File: src/rtl/ab_pkg.sv
package ab_pkg;
   typedef enum logic [2:0] {
      ST_OFF,
      ST_HUNT,
      ST_MEAS,
      ST_CHAR1,
      ST_GAP,
      ST_CHAR2,
      ST_DONE
   } ab_state_t;

   localparam logic [7:0] FIRST_UP  = 8'h41;
   localparam logic [7:0] FIRST_LO  = 8'h61;
   localparam logic [7:0] SECOND_UP = 8'h54;
   localparam logic [7:0] SECOND_LO = 8'h74;
endpackage

File: src/rtl/ab_sync.sv
module ab_sync #(
   parameter int   STAGES    = 2,
   parameter logic RESET_VAL = 1'b1
) (
   input  logic clk,
   input  logic rst_n,
   input  logic d_i,
   output logic q_o
);
   if (STAGES < 1) begin : g_bad_stages
      $error("ab_sync: STAGES must be at least 1");
   end

   if (STAGES == 1) begin : g_one
      logic r;
      always_ff @(posedge clk or negedge rst_n) begin
         if (!rst_n) r <= RESET_VAL;
         else        r <= d_i;
      end
      assign q_o = r;
   end else begin : g_chain
      logic [STAGES-1:0] r;
      always_ff @(posedge clk or negedge rst_n) begin
         if (!rst_n) r <= {STAGES{RESET_VAL}};
         else        r <= {r[STAGES-2:0], d_i};
      end
      assign q_o = r[STAGES-1];
   end
endmodule

File: src/rtl/ab_echo_tx.sv
module ab_echo_tx #(
   parameter int BT_W = 14
) (
   input  logic            clk,
   input  logic            rst_n,
   input  logic            go_i,
   input  logic [BT_W-1:0] bit_time_i,
   input  logic [7:0]      first_i,
   input  logic [7:0]      second_i,
   output logic            line_o,
   output logic            busy_o
);
   localparam int FRAME_W = 20;
   localparam int IDX_W   = $clog2(FRAME_W);

   logic [FRAME_W-1:0] frame;
   logic [IDX_W-1:0]   idx;
   logic [BT_W-1:0]    tmr;

   always_ff @(posedge clk or negedge rst_n) begin
      if (!rst_n) begin
         frame  <= '1;
         idx    <= '0;
         tmr    <= '0;
         busy_o <= 1'b0;
      end else if (go_i) begin
         frame  <= {1'b1, second_i, 1'b0, 1'b1, first_i, 1'b0};
         idx    <= '0;
         tmr    <= bit_time_i - BT_W'(1);
         busy_o <= 1'b1;
      end else if (busy_o) begin
         if (tmr != '0) begin
            tmr <= tmr - BT_W'(1);
         end else begin
            frame <= {1'b1, frame[FRAME_W-1:1]};
            tmr   <= bit_time_i - BT_W'(1);
            idx   <= idx + IDX_W'(1);
            if (idx == IDX_W'(FRAME_W-1)) busy_o <= 1'b0;
         end
      end
   end

   assign line_o = busy_o ? frame[0] : 1'b1;
endmodule

File: src/rtl/autobaud_det.sv
module autobaud_det
   import ab_pkg::*;
#(
   parameter int DIV_W       = 10,
   parameter int OVS_LOG2    = 4,
   parameter int CNT_W       = 14,
   parameter int MIN_W       = 16,
   parameter int GAP_BITS    = 16,
   parameter int SYNC_STAGES = 2
) (
   input  logic             clk,
   input  logic             rst_n,
   input  logic             rx_i,
   input  logic             uart_tx_i,
   input  logic             arm_i,
   input  logic             prog_en_i,
   input  logic             echo_en_i,
   input  logic             irq_en_i,
   input  logic             irq_ack_i,
   output logic             tx_o,
   output logic [DIV_W-1:0] baud_div_o,
   output logic             baud_we_o,
   output logic             rx_en_o,
   output logic             irq_o
);
   localparam int OVS      = 1 << OVS_LOG2;
   localparam int BT_W     = DIV_W + OVS_LOG2;
   localparam int ABORT_AT = ((1 << DIV_W) - 1) * OVS + OVS / 2 - 1;
   localparam int NB_MAX   = (GAP_BITS > 10) ? GAP_BITS : 10;
   localparam int NB_W     = $clog2(NB_MAX + 1);

   if (OVS_LOG2 < 1) begin : g_bad_ovs
      $error("autobaud_det: OVS_LOG2 must be at least 1");
   end
   if (CNT_W < BT_W) begin : g_bad_cnt
      $error("autobaud_det: CNT_W must cover DIV_W + OVS_LOG2");
   end
   if (MIN_W < OVS / 2 || MIN_W >= ABORT_AT) begin : g_bad_min
      $error("autobaud_det: MIN_W out of range");
   end
   if (GAP_BITS < 1) begin : g_bad_gap
      $error("autobaud_det: GAP_BITS must be positive");
   end

   ab_state_t         st;
   logic              rx_s, rx_q, arm_q, arm_rise, fall;
   logic [CNT_W-1:0]  cnt;
   logic [CNT_W:0]    cnt_rnd;
   logic [DIV_W-1:0]  div_calc, div_r;
   logic [BT_W-1:0]   half_calc, half_r, bt_r, tmr;
   logic [NB_W-1:0]   bitn;
   logic [9:1]        shreg;
   logic [7:0]        dat, c1_r, c2_r;
   logic              ok1, ok2, irq_flag, echo_go;
   logic              echo_line, echo_busy;

   ab_sync #(.STAGES(SYNC_STAGES), .RESET_VAL(1'b1)) u_rx_sync (
      .clk(clk), .rst_n(rst_n), .d_i(rx_i), .q_o(rx_s)
   );

   assign fall      = rx_q & ~rx_s;
   assign arm_rise  = arm_i & ~arm_q;
   assign cnt_rnd   = {1'b0, cnt} + (CNT_W+1)'(OVS / 2);
   assign div_calc  = DIV_W'(cnt_rnd >> OVS_LOG2);
   assign half_calc = BT_W'(div_calc) << (OVS_LOG2 - 1);
   assign half_r    = BT_W'(div_r) << (OVS_LOG2 - 1);
   assign bt_r      = BT_W'(div_r) << OVS_LOG2;
   assign dat       = shreg[9:2];
   assign ok1       = rx_s && (dat == FIRST_UP || dat == FIRST_LO);
   assign ok2       = rx_s && !shreg[1] &&
                      ((c1_r == FIRST_UP && dat == SECOND_UP) ||
                       (c1_r == FIRST_LO && dat == SECOND_LO));

   always_ff @(posedge clk or negedge rst_n) begin
      if (!rst_n) begin
         st         <= ST_OFF;
         rx_q       <= 1'b1;
         arm_q      <= 1'b0;
         cnt        <= '0;
         div_r      <= '0;
         tmr        <= '0;
         bitn       <= '0;
         shreg      <= '0;
         c1_r       <= '0;
         c2_r       <= '0;
         baud_div_o <= '0;
         baud_we_o  <= 1'b0;
         rx_en_o    <= 1'b0;
         irq_flag   <= 1'b0;
         echo_go    <= 1'b0;
      end else begin
         rx_q      <= rx_s;
         arm_q     <= arm_i;
         baud_we_o <= 1'b0;
         echo_go   <= 1'b0;
         if (irq_ack_i) irq_flag <= 1'b0;
         if (arm_rise)  rx_en_o  <= 1'b0;
         if (!arm_i) begin
            st <= ST_OFF;
         end else begin
            unique case (st)
               ST_OFF: st <= ST_HUNT;
               ST_HUNT: begin
                  if (fall) begin
                     cnt <= CNT_W'(1);
                     st  <= ST_MEAS;
                  end
               end
               ST_MEAS: begin
                  if (rx_s) begin
                     if (cnt < CNT_W'(MIN_W)) begin
                        st <= ST_HUNT;
                     end else begin
                        div_r <= div_calc;
                        tmr   <= half_calc - BT_W'(1);
                        bitn  <= '0;
                        st    <= ST_CHAR1;
                     end
                  end else if (cnt == CNT_W'(ABORT_AT)) begin
                     st <= ST_HUNT;
                  end else begin
                     cnt <= cnt + CNT_W'(1);
                  end
               end
               ST_CHAR1, ST_CHAR2: begin
                  if (tmr != '0) begin
                     tmr <= tmr - BT_W'(1);
                  end else begin
                     shreg <= {rx_s, shreg[9:2]};
                     tmr   <= bt_r - BT_W'(1);
                     bitn  <= bitn + NB_W'(1);
                     if (st == ST_CHAR1 && bitn == NB_W'(8)) begin
                        bitn <= '0;
                        if (ok1) begin
                           c1_r <= dat;
                           st   <= ST_GAP;
                        end else begin
                           st <= ST_HUNT;
                        end
                     end
                     if (st == ST_CHAR2 && bitn == NB_W'(9)) begin
                        if (ok2) begin
                           c2_r       <= dat;
                           baud_div_o <= div_r;
                           baud_we_o  <= prog_en_i;
                           if (prog_en_i) rx_en_o <= 1'b1;
                           irq_flag   <= 1'b1;
                           echo_go    <= echo_en_i;
                           st         <= ST_DONE;
                        end else begin
                           st <= ST_HUNT;
                        end
                     end
                  end
               end
               ST_GAP: begin
                  if (fall) begin
                     tmr  <= half_r - BT_W'(1);
                     bitn <= '0;
                     st   <= ST_CHAR2;
                  end else if (tmr == '0) begin
                     tmr  <= bt_r - BT_W'(1);
                     bitn <= bitn + NB_W'(1);
                     if (bitn == NB_W'(GAP_BITS - 1)) st <= ST_HUNT;
                  end else begin
                     tmr <= tmr - BT_W'(1);
                  end
               end
               default: st <= ST_DONE;
            endcase
         end
      end
   end

   ab_echo_tx #(.BT_W(BT_W)) u_echo (
      .clk(clk), .rst_n(rst_n), .go_i(echo_go),
      .bit_time_i(BT_W'(baud_div_o) << OVS_LOG2),
      .first_i(c1_r), .second_i(c2_r),
      .line_o(echo_line), .busy_o(echo_busy)
   );

   assign tx_o  = echo_busy ? echo_line : uart_tx_i;
   assign irq_o = irq_flag & irq_en_i;
endmodule

File: config.mk
export PLATFORM = sky130hd
export DESIGN_NAME = autobaud_det
export DESIGN_NICKNAME = d
export VERILOG_FILES = /design/src/rtl/ab_pkg.sv /design/src/rtl/ab_sync.sv /design/src/rtl/ab_echo_tx.sv /design/src/rtl/autobaud_det.sv
export SDC_FILE = /design/constraint.sdc
export NUM_CORES = 1
export LEC_CHECK = 0
export ABC_AREA = 1
export ABC_CLOCK_PERIOD_IN_PS = 4900
export CAP_MARGIN = 20
export CORE_MARGIN = 3
export CORE_UTILIZATION = 39
export CTS_CLUSTER_SIZE = 20
export DETAILED_ROUTE_END_ITERATION = 7
export DONT_BUFFER_PORTS = 1
export PLACE_DENSITY_LB_ADDON = 0.3
export SLEW_MARGIN = 15
export SYNTH_ARGS = -nofsm -noshare
export SYNTH_HDL_FRONTEND = slang
export SYNTH_HIERARCHICAL = 1
export SYNTH_SLANG_ARGS = --single-unit
export TNS_END_PERCENT = 10
File: constraint.sdc
create_clock -name clk -period 4.9 [get_ports clk]
set_input_delay 0.245 -clock clk [delete_from_list [all_inputs] [get_ports clk]]
set_output_delay 0.245 -clock clk [all_outputs]
set_load 0.01 [all_outputs]
# ---- After elaboration in Yosys (flattened, before gate mapping)
# Index checks and enable logic that the tools add are counted.
dict set report totals {
  register_bits 129
  input_bits 9
  output_inout_bits 14
  elab_cells 163
}
dict set report op_classes {
  addsub 10
  magnitude_cmp 1
  eq_ne 30
  n_mux 68
  bitwise 7
  n_reduce_logical 27
}
# operator n
set ops {}
lappend ops {{14-bit two-way mux} 11}
lappend ops {{20-bit two-way mux} 3}
lappend ops {{14-bit by 1-bit subtractor with 14-bit output, second input constant} 4}
lappend ops {{8-bit by 7-bit == test with 1-bit output, second input constant} 6}
lappend ops {{5-bit two-way mux} 9}
lappend ops {{14-bit case mux with 3 select lines} 1}
lappend ops {{3-bit two-way mux} 12}
lappend ops {{1-bit two-way mux} 28}
lappend ops {{14-bit case mux with 2 select lines} 1}
lappend ops {{14-bit nonzero test} 2}
lappend ops {{13-bit by 1-bit subtractor with 14-bit output, second input constant} 2}
lappend ops {{5-bit by 4-bit == test with 1-bit output, second input constant} 3}
lappend ops {{3-bit case mux with 5 select lines} 1}
lappend ops {{5-bit case mux with 3 select lines} 1}
lappend ops {{5-bit AND reduction} 3}
lappend ops {{14-bit by 1-bit adder with 14-bit output, second input constant} 1}
lappend ops {{14-bit by 4-bit adder with 14-bit output, second input constant} 1}
lappend ops {{14-bit == test, second input constant} 1}
lappend ops {{14-bit logical NOT} 1}
lappend ops {{14-bit by 5-bit less-than comparator with 1-bit output, second input constant} 1}
lappend ops {{2-bit != test, second input constant} 6}
lappend ops {{4-bit != test, second input constant} 3}
lappend ops {{6-bit AND reduction} 2}
lappend ops {{5-bit by 1-bit adder with 5-bit output, second input constant} 2}
lappend ops {{20 further kinds} 38}

# ---- Longest topological paths before layout
dict set report logic_depth {
  depth_word 9
  depth_mapped 14
  ltp_nobuf 13
}

# ---- Hierarchy
# The synthesis kept the hierarchy.
# mod instances cells_each area_per_inst_um2 seq_area_each_um2
set modules_own_cells {}
lappend modules_own_cells {autobaud_det 1 745 5357.6 2178.3}
lappend modules_own_cells {ab_echo_tx 1 381 2728.9 999.7}
lappend modules_own_cells {ab_sync 1 2 52.6 52.6}

# ---- Worst setup path before layout
# Ideal clock, no wire load.
dict set report synth_path {
  path_type {register to register}
  startpoint {reg tmr[0] (netlist name)}
  endpoint {reg baud_div_o[5]}
  setup_ns 0.118
  arrival_ns 1.785
  required_ns 4.782
  setup_slack_ns 2.998
  path_stages_with_launch 13
  n_path_buf 1
  period_less_slack_ns 1.902
  cell_sequence {dfrtp_1 -> inv_1 -> ha_1 -> nand2_2 -> clkinv_2 -> nand3_4 -> nor3_4 -> nand3_2 -> nor2_4 -> inv_4 -> buf_6 -> a21oi_1 -> inv_1}
}
# element line_no
set synth_lines {}
lappend synth_lines {{end signal: assignment} autobaud_det.sv:144} ;# baud_div_o <= div_r;
lappend synth_lines {{end: declaration} autobaud_det.sv:21} ;# output logic [DIV_W-1:0] baud_div_o,

# ---- Worst setup path after layout
dict set report layout_path {
  startpoint {reg st[2]}
  endpoint {reg bitn[2]}
}
dict set report layout_via {
  elab_chain_cells 5
  word_cells_on_any_way 15
  classes_between {8 x eq/ne; 3 x mux; 4 x reduce/logical}
}
# element line_no
set layout_rtl {}
lappend layout_rtl {{start: declaration} autobaud_det.sv:45} ;# ab_state_t st;
lappend layout_rtl {{start signal: assignment} autobaud_det.sv:76} ;# st <= ST_OFF;
lappend layout_rtl {{start signal: assignment} autobaud_det.sv:99} ;# st <= ST_OFF;
lappend layout_rtl {{start signal: assignment} autobaud_det.sv:102} ;# ST_OFF: st <= ST_HUNT;
lappend layout_rtl {{3-bit by 2-bit == test with 1-bit output} {autobaud_det.sv:101, autobaud_det.sv:132}}
lappend layout_rtl {{1-bit logical AND} autobaud_det.sv:132} ;# if (st == ST_CHAR1 && bitn == NB_W'(8)) begin
lappend layout_rtl {{5-bit two-way mux} autobaud_det.sv:132}
lappend layout_rtl {{5-bit two-way mux} autobaud_det.sv:126} ;# if (tmr != '0) begin
lappend layout_rtl {{5-bit case mux with 3 select lines} autobaud_det.sv:101} ;# unique case (st)
lappend layout_rtl {{end signal: assignment} autobaud_det.sv:131} ;# bitn <= bitn + NB_W'(1);
lappend layout_rtl {{end signal: assignment} autobaud_det.sv:163} ;# bitn <= bitn + NB_W'(1);
lappend layout_rtl {{end: declaration} autobaud_det.sv:51} ;# logic [NB_W-1:0] bitn;
# Parallel ways exist; a longest one is shown, timed or not. The select of a mux whose other input is x is not followed.
# A chain may end at the register's enable or synchronous reset.

==> flow_metrics.py <==
metrics = {
    "power": {
        "p_per_area_nw_per_um2": 331,
        "power_frac_seq": 0.409,
        "combinationalPowerShare": 0.155,
        "ir_worst_vdd_v": 0.000212,
        "pwr-share-clk": 0.436,
        "p_sw_frac": 0.314,
        "leakage_uw": 0.00441,
        "finalPower_uw": 2980,
        "internal-power_uw": 2040,
        "p_sw_uw": 935,
    },
    "drt": {
        "wl_per_cell_um": 13.0,
        "drt_iter0_markers": 445,
        "vias": 6877,
        "vias_per_cell": 4.85,
        "wirelength_mm": 18.5,
        "drc": 0,
        "firstDrtPassIters": 6,
        "postRouteAntennaNets": 0,
    },
    "worst_setup_path": {
        "cp-start-kind": "register",
        "crit_arrival_ns": 2.73,
        "r2r_end": "bitn[2]",
        "cp-end-kind": "register",
        "reg2reg_from": "st[2]",
        "worstPathMaxFanout": 22,
        "reg2reg_slack_ns": 2.48,
        "required_ns": 5.21,
        "reg2reg_depth": 10,
        "path_class": "register to register",
    },
    "layout": {
        "syn_to_final_growth_pct": 10.7,
        "diodes": 0,
        "final_cell_mix": "nand2_1, inv_1, nor2_1, dfrtp_1, nand3_1",
        "final_nets": 1157,
        "layout_commonest_cell": "nand2_1",
        "fill_cells": 2089,
        "drive_above_1_share": 0.123,
    },
    "global_routing": {
        "grt_max_degree": 129,
        "grtUsageTotal": 0.174,
        "grt_overflow_total": 0,
        "first_global_vias": 6612,
        "grt_antenna_before_repair": 0,
        "grt_pass1_wl_mm": 31.9,
    },
    "worst_hold_path": {
        "worstHoldPathCells": 3,
        "min_from": "arm_i",
        "min_path_type": "input pin to register",
        "holdPathEnd": "c2_r[3]",
    },
    "die": {
        "core_area_sq_um": 20400,
        "io_pins": 23,
        "row_count": 52,
        "die_y_um": 150,
        "die_area_sq_um": 22600,
        "fp.dieW_um": 150,
        "start_util": 0.400,
    },
    "clock_tree": {
        "cts-resized-gates": 0,
        "clk_pin_slew_ns": 0.06,
        "clock_latency_ns": 0.42,
        "cts_buffers": 17,
        "cts_buffer_depth": 2,
        "cts_hold_buf": 7,
        "cts_tree": "built",
        "cts_root_buf": "clkbuf_16",
        "clock_sinks": 128,
        "cts_setup_buffers": 0,
        "cts_max_level": 4,
    },
    "sta": {
        "setup_viol": 0,
        "slew_headroom": 0.508,
        "worst_pin_slew_ns": 0.736,
        "rsz0062_at_grt": "no",
        "hold_viol_final": 0,
        "drv_slew": 0,
        "skew_ns": 0.00971,
        "timing.final.crit_share": 0.493,
        "fin_crit_ns": 2.42,
        "finalSetupTns_ns": 0,
        "fmax_ghz": 0.414,
    },
    "run": {
        "max_cap_violations": 0,
    },
    "synthesis": {
        "avgSynthCellArea_sq_um": 7.22,
        "synthDistinctLibCells": 48,
        "ys.flop_type": "dfrtp_1",
        "synth_area_sq_um": 8140,
        "synthCells": 1128,
        "ys_seq_area_frac": 0.397,
        "synth_area_leaders": "dfrtp_1, nand2_1, inv_1, dfstp_2, nand3_1",
        "ys_ff_latch": 128,
        "synth_largest_area_cell": "dfrtp_1",
        "yosysWarnings": 6,
        "synth_edf_count": 0,
        "async_flop_share": 1.00,
        "synth_top_area_share": 0.326,
    },
    "place": {
        "port_buffers": 0,
        "place_congestion": 0.875,
        "dp_hpwl_mm": 13.0,
    },
    "outcome": {
        "status": "complete, no violations",
    },
}
[stage by stage]
step	util	std cells	worst slack [ns]	hold slack [ns]	cell area (sq um)
final	0.442	1419	2.48	0.0874	9010
after global placement	0.408	1380	2.54	-0.0476	8320
after floorplan	-	1137	3.00	-0.0506	8170
after global routing	0.442	1419	2.21	0.0862	9010
after detailed placement	0.408	1380	2.52	-0.0472	8320
after CTS	0.442	1419	2.50	0.0650	9010
[flip-flops by register name (all words and copies together) (netlist names)]
name and count:
arm_q 1, baud_div_o 10, baud_we_o 1, bitn 5, c1_r 8, c2_r 8, cnt 14, div_r 10
echo_go 1, irq_flag 1, rx_en_o 1, rx_q 1, shreg 9, st 3, tmr 14, u_echo/busy_o 1
u_echo/frame 19, u_echo/idx 5, u_echo/tmr 14, u_rx_sync/g_chain.r 2
[critical path, stage by stage (launching register included)]
cell and delay (ns):
dfrtp_1 0.43, inv_1 0.11, nand3_2 0.28, inv_1 0.20
a21oi_1 0.17, nand3_1 0.09, buf_4 0.22, nor2_1 0.52
nand2_1 0.14, nand2_1 0.11, a21oi_1 0.04
[worst max-delay path by stage]
| stage | startpoint | to | slack, ns |
|---|---|---|---|
| after detailed placement | st[2] | cnt[0] | 2.52 |
| final | st[2] | bitn[2] | 2.48 |
| after global routing | st[2] | cnt[0] | 2.21 |
| after global placement | st[2] | bitn[3] | 2.54 |
| after CTS | st[2] | cnt[0] | 2.50 |
| after floorplan | tmr[0] | baud_div_o[5] | 3.00 |
[layer usage]
layer	up-vias	wire length [um]	GRT usage
li1	3584	-	-
met1	3159	9090	0.239
met2	113	8340	0.272
met3	21	753	0.0439
met4	0	297	0.0508
met5	-	0	0
[power by group through the flow]
| stage | Sequential (uW) | Combinational, uW | Clock (uW) |
|---|---|---|---|
| after floorplan | 1220 | 349 | 0 |
| after global placement | 1240 | 423 | 0 |
| after detailed placement | 1230 | 428 | 0 |
| after CTS | 1220 | 461 | 1330 |
| after global routing | 1230 | 534 | 1390 |
| final | 1220 | 461 | 1300 |
[cell type report]
class | instances | area [sq um] | share of cell area
inverters | 172 | 662 | 0.0735
well taps | 270 | 338 | 0.0375
flip-flops and latches | 128 | 3230 | 0.359
repair buffers | 9 | 103 | 0.0114
clock buffers | 19 | 464 | 0.0515
multi-input cells | 808 | 4070 | 0.452
clock inverters | 13 | 138 | 0.0153
[Yosys cell counts (2+ instances only)]
cell type	instances
nor3_1	14
o21ai_1	6
nand2_4	3
dfstp_2	22
nor2_4	5
o21ai_0	65
nand4_1	15
nand3_2	6
o21ai_2	16
inv_2	8
or2_2	7
dfrtp_1	106
inv_1	161
nor4_1	5
o211ai_1	4
buf_2	14
buf_6	4
nand2_1	282
nand3b_1	4
xnor2_1	6
o31ai_1	12
nand3_4	2
nand3_1	102
nor2_1	132
a21oi_1	31
clkbuf_1	7
a21oi_2	2
nand2_2	21
buf_12	3
ha_1	12
xor2_1	27
nor2_2	8
[cell families (layout without fill, tap and decap cells)]
group | after synthesis | count (layout) | share of synthesized area
adder cells (fa/ha/maj) | 12 | 12 | 0.0184
flip-flops | 128 | 128 | 0.397
AO/OA/AOI/OAI | 141 | 141 | 0.101
AND/OR/NAND/NOR | 610 | 610 | 0.338
XOR/XNOR | 33 | 33 | 0.0355
multiplexers | 2 | 2 | 0.00261
buffers and inverters | 201 | 213 | 0.107
other | 1 | 10 | 0.000461
(Power assumes the default switching activity.)
